### config.mk
export PLATFORM = sky130hd
export DESIGN_NAME = xirq_fwd
export DESIGN_NICKNAME = d
export VERILOG_FILES = /design/src/rtl/xirq_pkg.sv /design/src/rtl/xirq_sync.sv /design/src/rtl/xirq_line.sv /design/src/rtl/xirq_regs.sv /design/src/rtl/xirq_fwd.sv
export SDC_FILE = /design/constraint.sdc
export NUM_CORES = 1
export LEC_CHECK = 0
export BUFFER_PORTS_ARGS = -buffer_cell sky130_fd_sc_hd__buf_2
export CAP_MARGIN = 20
export CORE_UTILIZATION = 45
export CTS_CLUSTER_DIAMETER = 150
export DETAILED_ROUTE_END_ITERATION = 7
export PLACE_DENSITY_LB_ADDON = 0.05
export REMOVE_ABC_BUFFERS = 1
export SLEW_MARGIN = 10
export SYNTH_ARGS = -nofsm -noshare
export SYNTH_HDL_FRONTEND = slang
export SYNTH_SLANG_ARGS = --single-unit
### constraint.sdc
create_clock -name clk -period 2.5 [get_ports clk]
set_input_delay 0.75 -clock clk [delete_from_list [all_inputs] [get_ports clk]]
set_output_delay 0.75 -clock clk [all_outputs]
set_load 0.1 [all_outputs]
### src/rtl/xirq_pkg.sv
package xirq_pkg;
   localparam int ADDR_W = 5;

   // Word index = addr[4:2]; offsets are what software programs against
   typedef enum logic [2:0] {
      RG_MASK  = 3'd0,
      RG_SRC   = 3'd1,
      RG_REQ   = 3'd2,
      RG_RAW   = 3'd3,
      RG_CLR   = 3'd4,
      RG_POL   = 3'd5,
      RG_EDGE  = 3'd6,
      RG_SPARE = 3'd7
   } xirq_reg_e;
endpackage

### src/rtl/xirq_sync.sv
module xirq_sync #(
   parameter int W      = 32,
   parameter int STAGES = 2
) (
   input  logic         clk,
   input  logic         rst_n,
   input  logic [W-1:0] d,
   output logic [W-1:0] q
);
   if (STAGES < 2) begin : g_bad_stages
      $error("xirq_sync: STAGES must be at least 2");
   end

   logic [W-1:0] stg [STAGES];

   always_ff @(posedge clk or negedge rst_n) begin
      if (!rst_n) begin
         for (int k = 0; k < STAGES; k++) stg[k] <= '0;
      end else begin
         stg[0] <= d;
         for (int k = 1; k < STAGES; k++) stg[k] <= stg[k-1];
      end
   end

   assign q = stg[STAGES-1];
endmodule

### src/rtl/xirq_line.sv
module xirq_line (
   input  logic clk,
   input  logic rst_n,
   input  logic sync_in,
   input  logic pol_hi,
   input  logic edge_mode,
   input  logic clr,
   output logic req
);
   logic qual;
   logic qual_d;
   logic det;

   always_comb begin
      qual = pol_hi ? sync_in : ~sync_in;
      det  = qual & ~qual_d;
   end

   always_ff @(posedge clk or negedge rst_n) begin
      if (!rst_n) begin
         qual_d <= 1'b0;
         req    <= 1'b0;
      end else begin
         qual_d <= qual;
         if (edge_mode) req <= det | (req & ~clr);
         else           req <= qual;
      end
   end


   edge_hold_chk: assert property (@(posedge clk) disable iff (!rst_n)
      (edge_mode && req && !clr) |=> req);


   edge_clr_chk: assert property (@(posedge clk) disable iff (!rst_n)
      (edge_mode && clr && !det) |=> !req);


   set_wins_chk: assert property (@(posedge clk) disable iff (!rst_n)
      (edge_mode && det) |=> req);


   level_follow_chk: assert property (@(posedge clk) disable iff (!rst_n)
      !edge_mode |=> (req == $past(qual)));
endmodule

### src/rtl/xirq_regs.sv
module xirq_regs
   import xirq_pkg::*;
#(
   parameter int NLINES = 32,
   parameter int DATA_W = 32
) (
   input  logic              clk,
   input  logic              rst_n,
   input  logic              wr_en,
   input  logic [ADDR_W-1:0] addr,
   input  logic [DATA_W-1:0] wdata,
   input  logic [NLINES-1:0] raw,
   output logic [NLINES-1:0] mask,
   output logic [NLINES-1:0] pol,
   output logic [NLINES-1:0] edge_sel,
   output logic [NLINES-1:0] clr,
   output logic [DATA_W-1:0] rdata
);
   logic [NLINES-1:0] src_q;
   logic [NLINES-1:0] spare_q;
   logic              hit;
   xirq_reg_e         word;
   logic [NLINES-1:0] wbits;

   assign hit   = (addr[1:0] == 2'b00);
   assign word  = xirq_reg_e'(addr[4:2]);
   assign wbits = wdata[NLINES-1:0];

   always_ff @(posedge clk or negedge rst_n) begin
      if (!rst_n) begin
         mask     <= '1;
         src_q    <= '0;
         pol      <= '0;
         edge_sel <= '0;
         spare_q  <= '0;
      end else if (wr_en && hit) begin
         case (word)
            RG_MASK:  mask     <= wbits;
            RG_SRC:   src_q    <= wbits;
            RG_POL:   pol      <= wbits;
            RG_EDGE:  edge_sel <= wbits;
            RG_SPARE: spare_q  <= wbits;
            default:  ;
         endcase
      end
   end

   assign clr = (wr_en && hit && word == RG_CLR) ? wbits : '0;

   always_comb begin
      rdata = '0;
      if (hit) begin
         case (word)
            RG_MASK:  rdata[NLINES-1:0] = mask;
            RG_SRC:   rdata[NLINES-1:0] = src_q;
            RG_REQ:   rdata[NLINES-1:0] = raw & ~mask;
            RG_RAW:   rdata[NLINES-1:0] = raw;
            RG_POL:   rdata[NLINES-1:0] = pol;
            RG_EDGE:  rdata[NLINES-1:0] = edge_sel;
            RG_SPARE: rdata[NLINES-1:0] = spare_q;
            default:  rdata = '0;
         endcase
      end
   end


   mask_wr_chk: assert property (@(posedge clk) disable iff (!rst_n)
      (wr_en && hit && word == RG_MASK) |=> (mask == $past(wbits)));


   ro_wr_chk: assert property (@(posedge clk) disable iff (!rst_n)
      (wr_en && (!hit || word == RG_REQ || word == RG_RAW)) |=>
         ($stable(mask) && $stable(pol) && $stable(edge_sel)));
endmodule

### src/rtl/xirq_fwd.sv
module xirq_fwd
   import xirq_pkg::*;
#(
   parameter int NLINES      = 32,
   parameter int DATA_W      = 32,
   parameter int SYNC_STAGES = 2
) (
   input  logic              clk,
   input  logic              rst_n,
   input  logic [NLINES-1:0] ext_irq,
   input  logic              wr_en,
   input  logic [ADDR_W-1:0] addr,
   input  logic [DATA_W-1:0] wdata,
   output logic [DATA_W-1:0] rdata,
   output logic [NLINES-1:0] irq_out
);
   if (NLINES < 1 || NLINES > DATA_W) begin : g_bad_lines
      $error("xirq_fwd: NLINES must be within 1..DATA_W");
   end

   logic [NLINES-1:0] sync_q;
   logic [NLINES-1:0] raw;
   logic [NLINES-1:0] mask;
   logic [NLINES-1:0] pol;
   logic [NLINES-1:0] edge_sel;
   logic [NLINES-1:0] clr;

   xirq_sync #(.W(NLINES), .STAGES(SYNC_STAGES)) u_sync (
      .clk   (clk),
      .rst_n (rst_n),
      .d     (ext_irq),
      .q     (sync_q)
   );

   xirq_regs #(.NLINES(NLINES), .DATA_W(DATA_W)) u_regs (
      .clk      (clk),
      .rst_n    (rst_n),
      .wr_en    (wr_en),
      .addr     (addr),
      .wdata    (wdata),
      .raw      (raw),
      .mask     (mask),
      .pol      (pol),
      .edge_sel (edge_sel),
      .clr      (clr),
      .rdata    (rdata)
   );

   for (genvar i = 0; i < NLINES; i++) begin : g_line
      xirq_line u_line (
         .clk       (clk),
         .rst_n     (rst_n),
         .sync_in   (sync_q[i]),
         .pol_hi    (pol[i]),
         .edge_mode (edge_sel[i]),
         .clr       (clr[i]),
         .req       (raw[i])
      );
   end

   assign irq_out = raw & ~mask;
endmodule

== After elaboration in Yosys (flattened, before gate mapping) ==
Cells that the tools add are included.
Widths: inputs -> output; s select.

* Register bits: 288
* ROM bits: 0
* Output and inout port bits: 64
* Bits in writable memories: 0
* Input bits: 72
* Logic and storage cells: 348
* Memories kept: 0
* Latch bits: 0

* Multiplexer cells: 67
* Reduce and logical (&&, ||, !) cells: 9
* Magnitude comparators: 0
* Div/mod/pow operators: 0
* Shifts and indexed selects: 0
* $add $sub $neg: 0
* Equality and inequality tests: 7
* $mul: 0
* Bitwise logic cells: 194

{| class="wikitable"
|+ Operator list
! operator !! number
|-
| $pmux 32 s7 || 1
|-
| $not 1->1 || 96
|-
| $and 1x1->1 || 64
|-
| $mux 1 || 64
|-
| $mux 32 || 2
|-
| $and 32x32->32 || 1
|-
| $not 32->32 || 1
|-
| $or 1x1->1 || 32
|-
| $eq 3x3->1 const B || 4
|-
| $reduce_and 2->1 || 5
|-
| $eq 3x2->1 const B || 2
|-
| $eq 3x1->1 const B || 1
|-
| $logic_not 3->1 || 1
|-
| $logic_and 1x1->1 || 2
|-
| $logic_not 2->1 || 1
|}

== Logic depth before layout (Yosys ltp) ==
* Word-level depth: 8
* Depth in mapped cells: 7
* Mapped depth without buffers: 4

== By module ==
From an unflattened synthesis, not the netlist that was laid out.

* Cells, all modules: 1,017
* Area total of the unflattened synthesis: 13,032.5 um2

{| class="wikitable"
|+ Modules (own cells, without submodules)
! module !! area an instance (um2) !! times used !! seq. area each (um2) !! cells an instance
|-
| xirq_regs || 8,308.0 || 1 || 4,043.9 || 697
|-
| xirq_line || 76.3 || 32 || 50.0 || 6
|-
| xirq_sync || 1,841.8 || 1 || 1,601.5 || 96
|-
| xirq_fwd || 440.4 || 1 || 0.0 || 32
|}

== Least setup slack after synthesis ==
OpenSTA, ideal clock, no wires.

* Path type: register to output
* Start: reg g_line[30].u_line.req
* End: out rdata[30]
* Cell stages (with the launch flop): 5
* Arrival: 3.797 ns
* Data required time: 1.750 ns
* Buffers on the path: 0
* Path slack: -2.047 ns
* Cells stage by stage: dfrtp_1 nor2b_1 mux2i_1 or3_1 a31oi_1

* Word-level cells in the longest chain between the ends: 3

{| class="wikitable"
|+ Ends and longest elaborated chain
! element !! RTL line !! RTL
|-
| start: declaration || xirq_line.sv:8 || <nowiki>output logic req</nowiki>
|-
| start signal: assignment || xirq_line.sv:25 || <nowiki>if (edge_mode) req <= det | (req & ~clr);</nowiki>
|-
| start signal: assignment || xirq_line.sv:26 || <nowiki>else req <= qual;</nowiki>
|-
| $and 32x32->32 || - ||
|-
| net irq_out[30] || xirq_fwd.sv:15 || <nowiki>output logic [NLINES-1:0] irq_out</nowiki>
|-
| $pmux 32 s7 || xirq_regs.sv:53 || <nowiki>case (word)</nowiki>
|-
| $mux 32 || xirq_regs.sv:52 || <nowiki>if (hit) begin</nowiki>
|-
| end: declaration || xirq_fwd.sv:14 || <nowiki>output logic [DATA_W-1:0] rdata,</nowiki>
|}

The timed path passes the listed nets, and every way through them passes these cells.

== Worst setup path in the final report ==
* Start: in addr[3]
* End: out rdata[30]

* Word-level cells in the longest chain between the ends: 3
* Elaborated cells on any way between the ends: 9
* Those cells by class: 6 x eq/ne; 2 x mux; 1 x reduce/logical

{| class="wikitable"
|+ Ends and longest elaborated chain
! element !! RTL line !! RTL
|-
| start: declaration || xirq_fwd.sv:12 || <nowiki>input logic [ADDR_W-1:0] addr,</nowiki>
|-
| $eq 3x3->1 (tied with other cells) || xirq_regs.sv:53 ||
|-
| $pmux 32 s7 (*) || xirq_regs.sv:53 ||
|-
| $mux 32 (*) || xirq_regs.sv:52 ||
|}

Mark *: on every way between the ends. The rest lies on a longest branch, timed or not.

==> load_flow_metrics.sql <==
INSERT INTO impl_metrics (metric_group, metric, value, unit) VALUES
('run_status', 'run_status', 'finished, violations left', ''),
('run_status', 'violations_in_the_final_reports', 'negative setup slack', ''),
('routing', 'routedWlPerCell', '21.3', 'um'),
('worst_setup_path', 'worst-path-max-fanout', '6', ''),
('clock_tree', 'clkTransAtPathRegs', '0.06', 'ns'),
('routing', 'drtAntennaViolNets', '0', ''),
('floorplanning', 'starting_utilization_of_the_core_area', '0.459', ''),
('layout', 'layout.cells.most_common_list', 'dfrtp_1, mux2_2, buf_2, nand2_1, buf_12', ''),
('worst_setup_path', 'cell_chain_critical_path', 'buf_12, buf_6, nor2b_4, buf_12, buf_8, nand2_4, a2bb2oi_2, a31oi_1, buf_4, buf_12', ''),
('worst_hold_path', 'hold_path_class', 'in -> async', ''),
('power', 'leak', '7.36', 'nW'),
('clock_tree', 'cts_max_path_buffers', '3', ''),
('power', 'vdd.ir_drop.worst', '507', 'uV'),
('routing', 'vias', '8249', ''),
('place', 'hpwl', '19.1', 'mm'),
('synthesis', 'netlist_area', '12400', 'sq um'),
('global_routing', 'via_count_of_the_first_global_routing_pass', '8663', ''),
('power', 'total_design_power', '15.3', 'mW'),
('global_routing', 'grtUsageTotal', '0.232', ''),
('synthesis', 'syn_avg_cell_area', '13.6', 'sq um'),
('worst_setup_path', 'cp-start-kind', 'primary input', ''),
('synthesis', 'yosys_warnings', '0', ''),
('place', 'final_replace_weighted_congestion', '0.779', ''),
('floorplanning', 'core.rowCount', '60', ''),
('global_routing', 'global_route.overflow_total', '0', ''),
('worst_setup_path', 'end_kind', 'primary output', ''),
('floorplanning', 'floorplan.die.width', '168', 'um'),
('layout', 'utilization', '0.620', ''),
('sta', 'max_freq', '0.362', 'GHz'),
('synthesis', 'synthDistinctLibCells', '30', ''),
('clock_tree', 'ctsRootBufferMaster', 'clkbuf_16', ''),
('worst_setup_path', 'worst_path_most_repeated_cell', 'buf_12', ''),
('synthesis', 'yosys.area.top_type_share', '0.518', ''),
('sta', 'setup_violations', '32', ''),
('worst_setup_path', 'reg2reg_depth', '2', ''),
('sta', 'relSlewSlack', '0.672', ''),
('sta', 'setup-tns-final', '-6.65', 'ns'),
('synthesis', 'synthesis.instances', '910', ''),
('sta', 'grt_setup_unrepaired', 'yes', ''),
('worst_setup_path', 'path_class', 'in -> out', ''),
('worst_setup_path', 'longest_individual_stage_delay_on_the_worst_path', '0.16', 'ns'),
('global_routing', 'number_of_antenna_violations_at_the_first_check_in_global_routing', '0', ''),
('sta', 'maxSlewViolCount', '0', ''),
('worst_setup_path', 'worstPathArrival', '2.01', 'ns'),
('worst_setup_path', 'critical_path.slowest_cell', 'buf_12', ''),
('global_routing', 'grt_start_max_net_pins', '66', ''),
('synthesis', 'synth_area_leader_cell', 'dfrtp_1', ''),
('sta', 'final.setup.worst_slack', '-0.262', 'ns'),
('routing', 'drt-pass1-iter-count', '7', ''),
('synthesis', 'proportion_of_synthesized_chip_area_in_sequential_cells', '0.586', ''),
('floorplanning', 'die_h', '168', 'um'),
('synthesis', 'ys_seq_elements', '288', ''),
('worst_setup_path', 'crit-reg2reg-launch', 'u_regs.pol[3]', ''),
('layout', 'layout-drive-gt1-share', '0.453', ''),
('clock_tree', 'worstSkewPairLatency', '0.50', 'ns'),
('synthesis', 'synthTopCellsByArea', 'dfrtp_1, mux2_2, dfstp_2, mux2_1, mux2_4', ''),
('power', 'power_density', '917', 'nW/um^2'),
('clock_tree', 'tritoncts', 'yes', ''),
('clock_tree', 'cts-buffers-inserted', '34', ''),
('layout', 'finalNetCount', '1205', ''),
('layout', 'area.growth.synth_to_final', '35.2', '%'),
('floorplanning', 'floorplan.io_pins', '136', ''),
('clock_tree', 'post_cts_hold_buffers', '0', ''),
('floorplanning', 'floorplan.die_area', '28100', 'sq um'),
('sta', 'timing.final.crit_share', '1.10', ''),
('worst_setup_path', 'worst-r2r-setup-slack', '1.57', 'ns'),
('flow_run', 'cap_violations', '0', ''),
('clock_tree', 'cts.sink_count', '288', ''),
('place', 'place_ws', '-0.502', 'ns'),
('floorplanning', 'floorplan.core_area', '27000', 'sq um'),
('routing', 'route.detailed.drc', '0', '');
-- report_power, final --
group | switching (mW) | leakage, nW | internal, mW | total (mW)
Combinational | 2.71 | 3.36 | 1.54 | 4.26
Clock | 1.86 | 0.536 | 2.97 | 4.83
Sequential | 0.621 | 3.46 | 5.61 | 6.24
-- logic make-up (layout without fill, tap and decap cells) --
logic type	Yosys count	count (layout)	share of synthesized area
XOR/XNOR	32	32	0.0227
AND/OR/NAND/NOR	181	181	0.0656
AO/OA/AOI/OAI	127	127	0.0868
flip-flops	288	288	0.586
multiplexers	224	224	0.210
buffers and inverters	58	306	0.0288
-- area by class of cell --
class | count | area (sq um)
fill | 2120 | 10200
sequential | 288 | 7250
multi-input combinational | 564 | 5270
timing repair buffer | 244 | 2670
clock buffer | 55 | 1010
tap | 341 | 427
clock inverter | 6 | 83.8
inverter | 1 | 11.3
-- layer usage --
layer	share of wire	vias to the layer above	track usage
met3	0.043	61	0.0385
li1	-	3758	-
met1	0.47	4240	0.328
met4	0.021	0	0.0726
met5	0	-	0
met2	0.47	190	0.366
-- worst max path at each step --
stage / startpoint / to / slack (ns) / cells past startpoint
global placement: addr[2] / rdata[20] / -0.48 / 7
CTS: addr[2] / rdata[9] / -0.27 / 8
detailed placement: addr[2] / rdata[20] / -0.50 / 7
finish: addr[3] / rdata[30] / -0.26 / 10
global route: addr[3] / rdata[30] / -0.32 / 10
floorplan: addr[2] / rdata[30] / -2.13 / 4
-- flip-flops by register name, indices dropped and copies added, names as in the netlist --
signal and flops:
u_regs.edge_sel 32, g_line.u_line.qual_d 32, u_regs.pol 32, u_sync.q 32, u_regs.spare_q 32, g_line.u_line.req 32
u_regs.mask 32, u_sync.stg 32, u_regs.src_q 32
-- Yosys cell counts --
cell type,count
nand3_1,2
and2_4,2
xnor2_1,32
buf_6,10
buf_4,8
a211o_1,31
nor2_1,32
mux2_1,52
buf_1,3
and4_1,1
buf_2,26
inv_2,1
mux2_2,109
dfrtp_1,256
or3_1,1
a31oi_1,32
nor2b_1,35
nand2_2,2
dfstp_2,32
nor2_2,1
mux2i_1,33
clkbuf_1,10
a2bb2oi_1,1
and3_1,1
nand2_1,102
and2_0,1
nor4b_2,1
a32o_1,32
mux2_4,30
a32oi_1,31
-- metrics by stage --
| stage | cells | area, sq um | hold WS (ns) |
|---|---|---|---|
| after floorplan | 853 | 12000 | 0.331 |
| after global placement | 1407 | 14500 | 0.332 |
| after detailed placement | 1407 | 14500 | 0.335 |
| after CTS | 1491 | 16400 | 0.124 |
| after global routing | 1499 | 16700 | 0.135 |
| final | 1499 | 16700 | 0.125 |
-- repair_timing --
action	in CTS	in global routing
cloned	5	3
gates resized for setup	89	35
pin swaps	28	22
buffers inserted	18	5
setup endpoints to repair	32	32
-- worst max-delay path: cells and delay by family --
kind	cells	cell delay (ns)
buffers and inverters	6	0.80
AO/OA/AOI/OAI	2	0.25
AND/OR/NAND/NOR	2	0.18
Power figures use the tool's default switching activity.
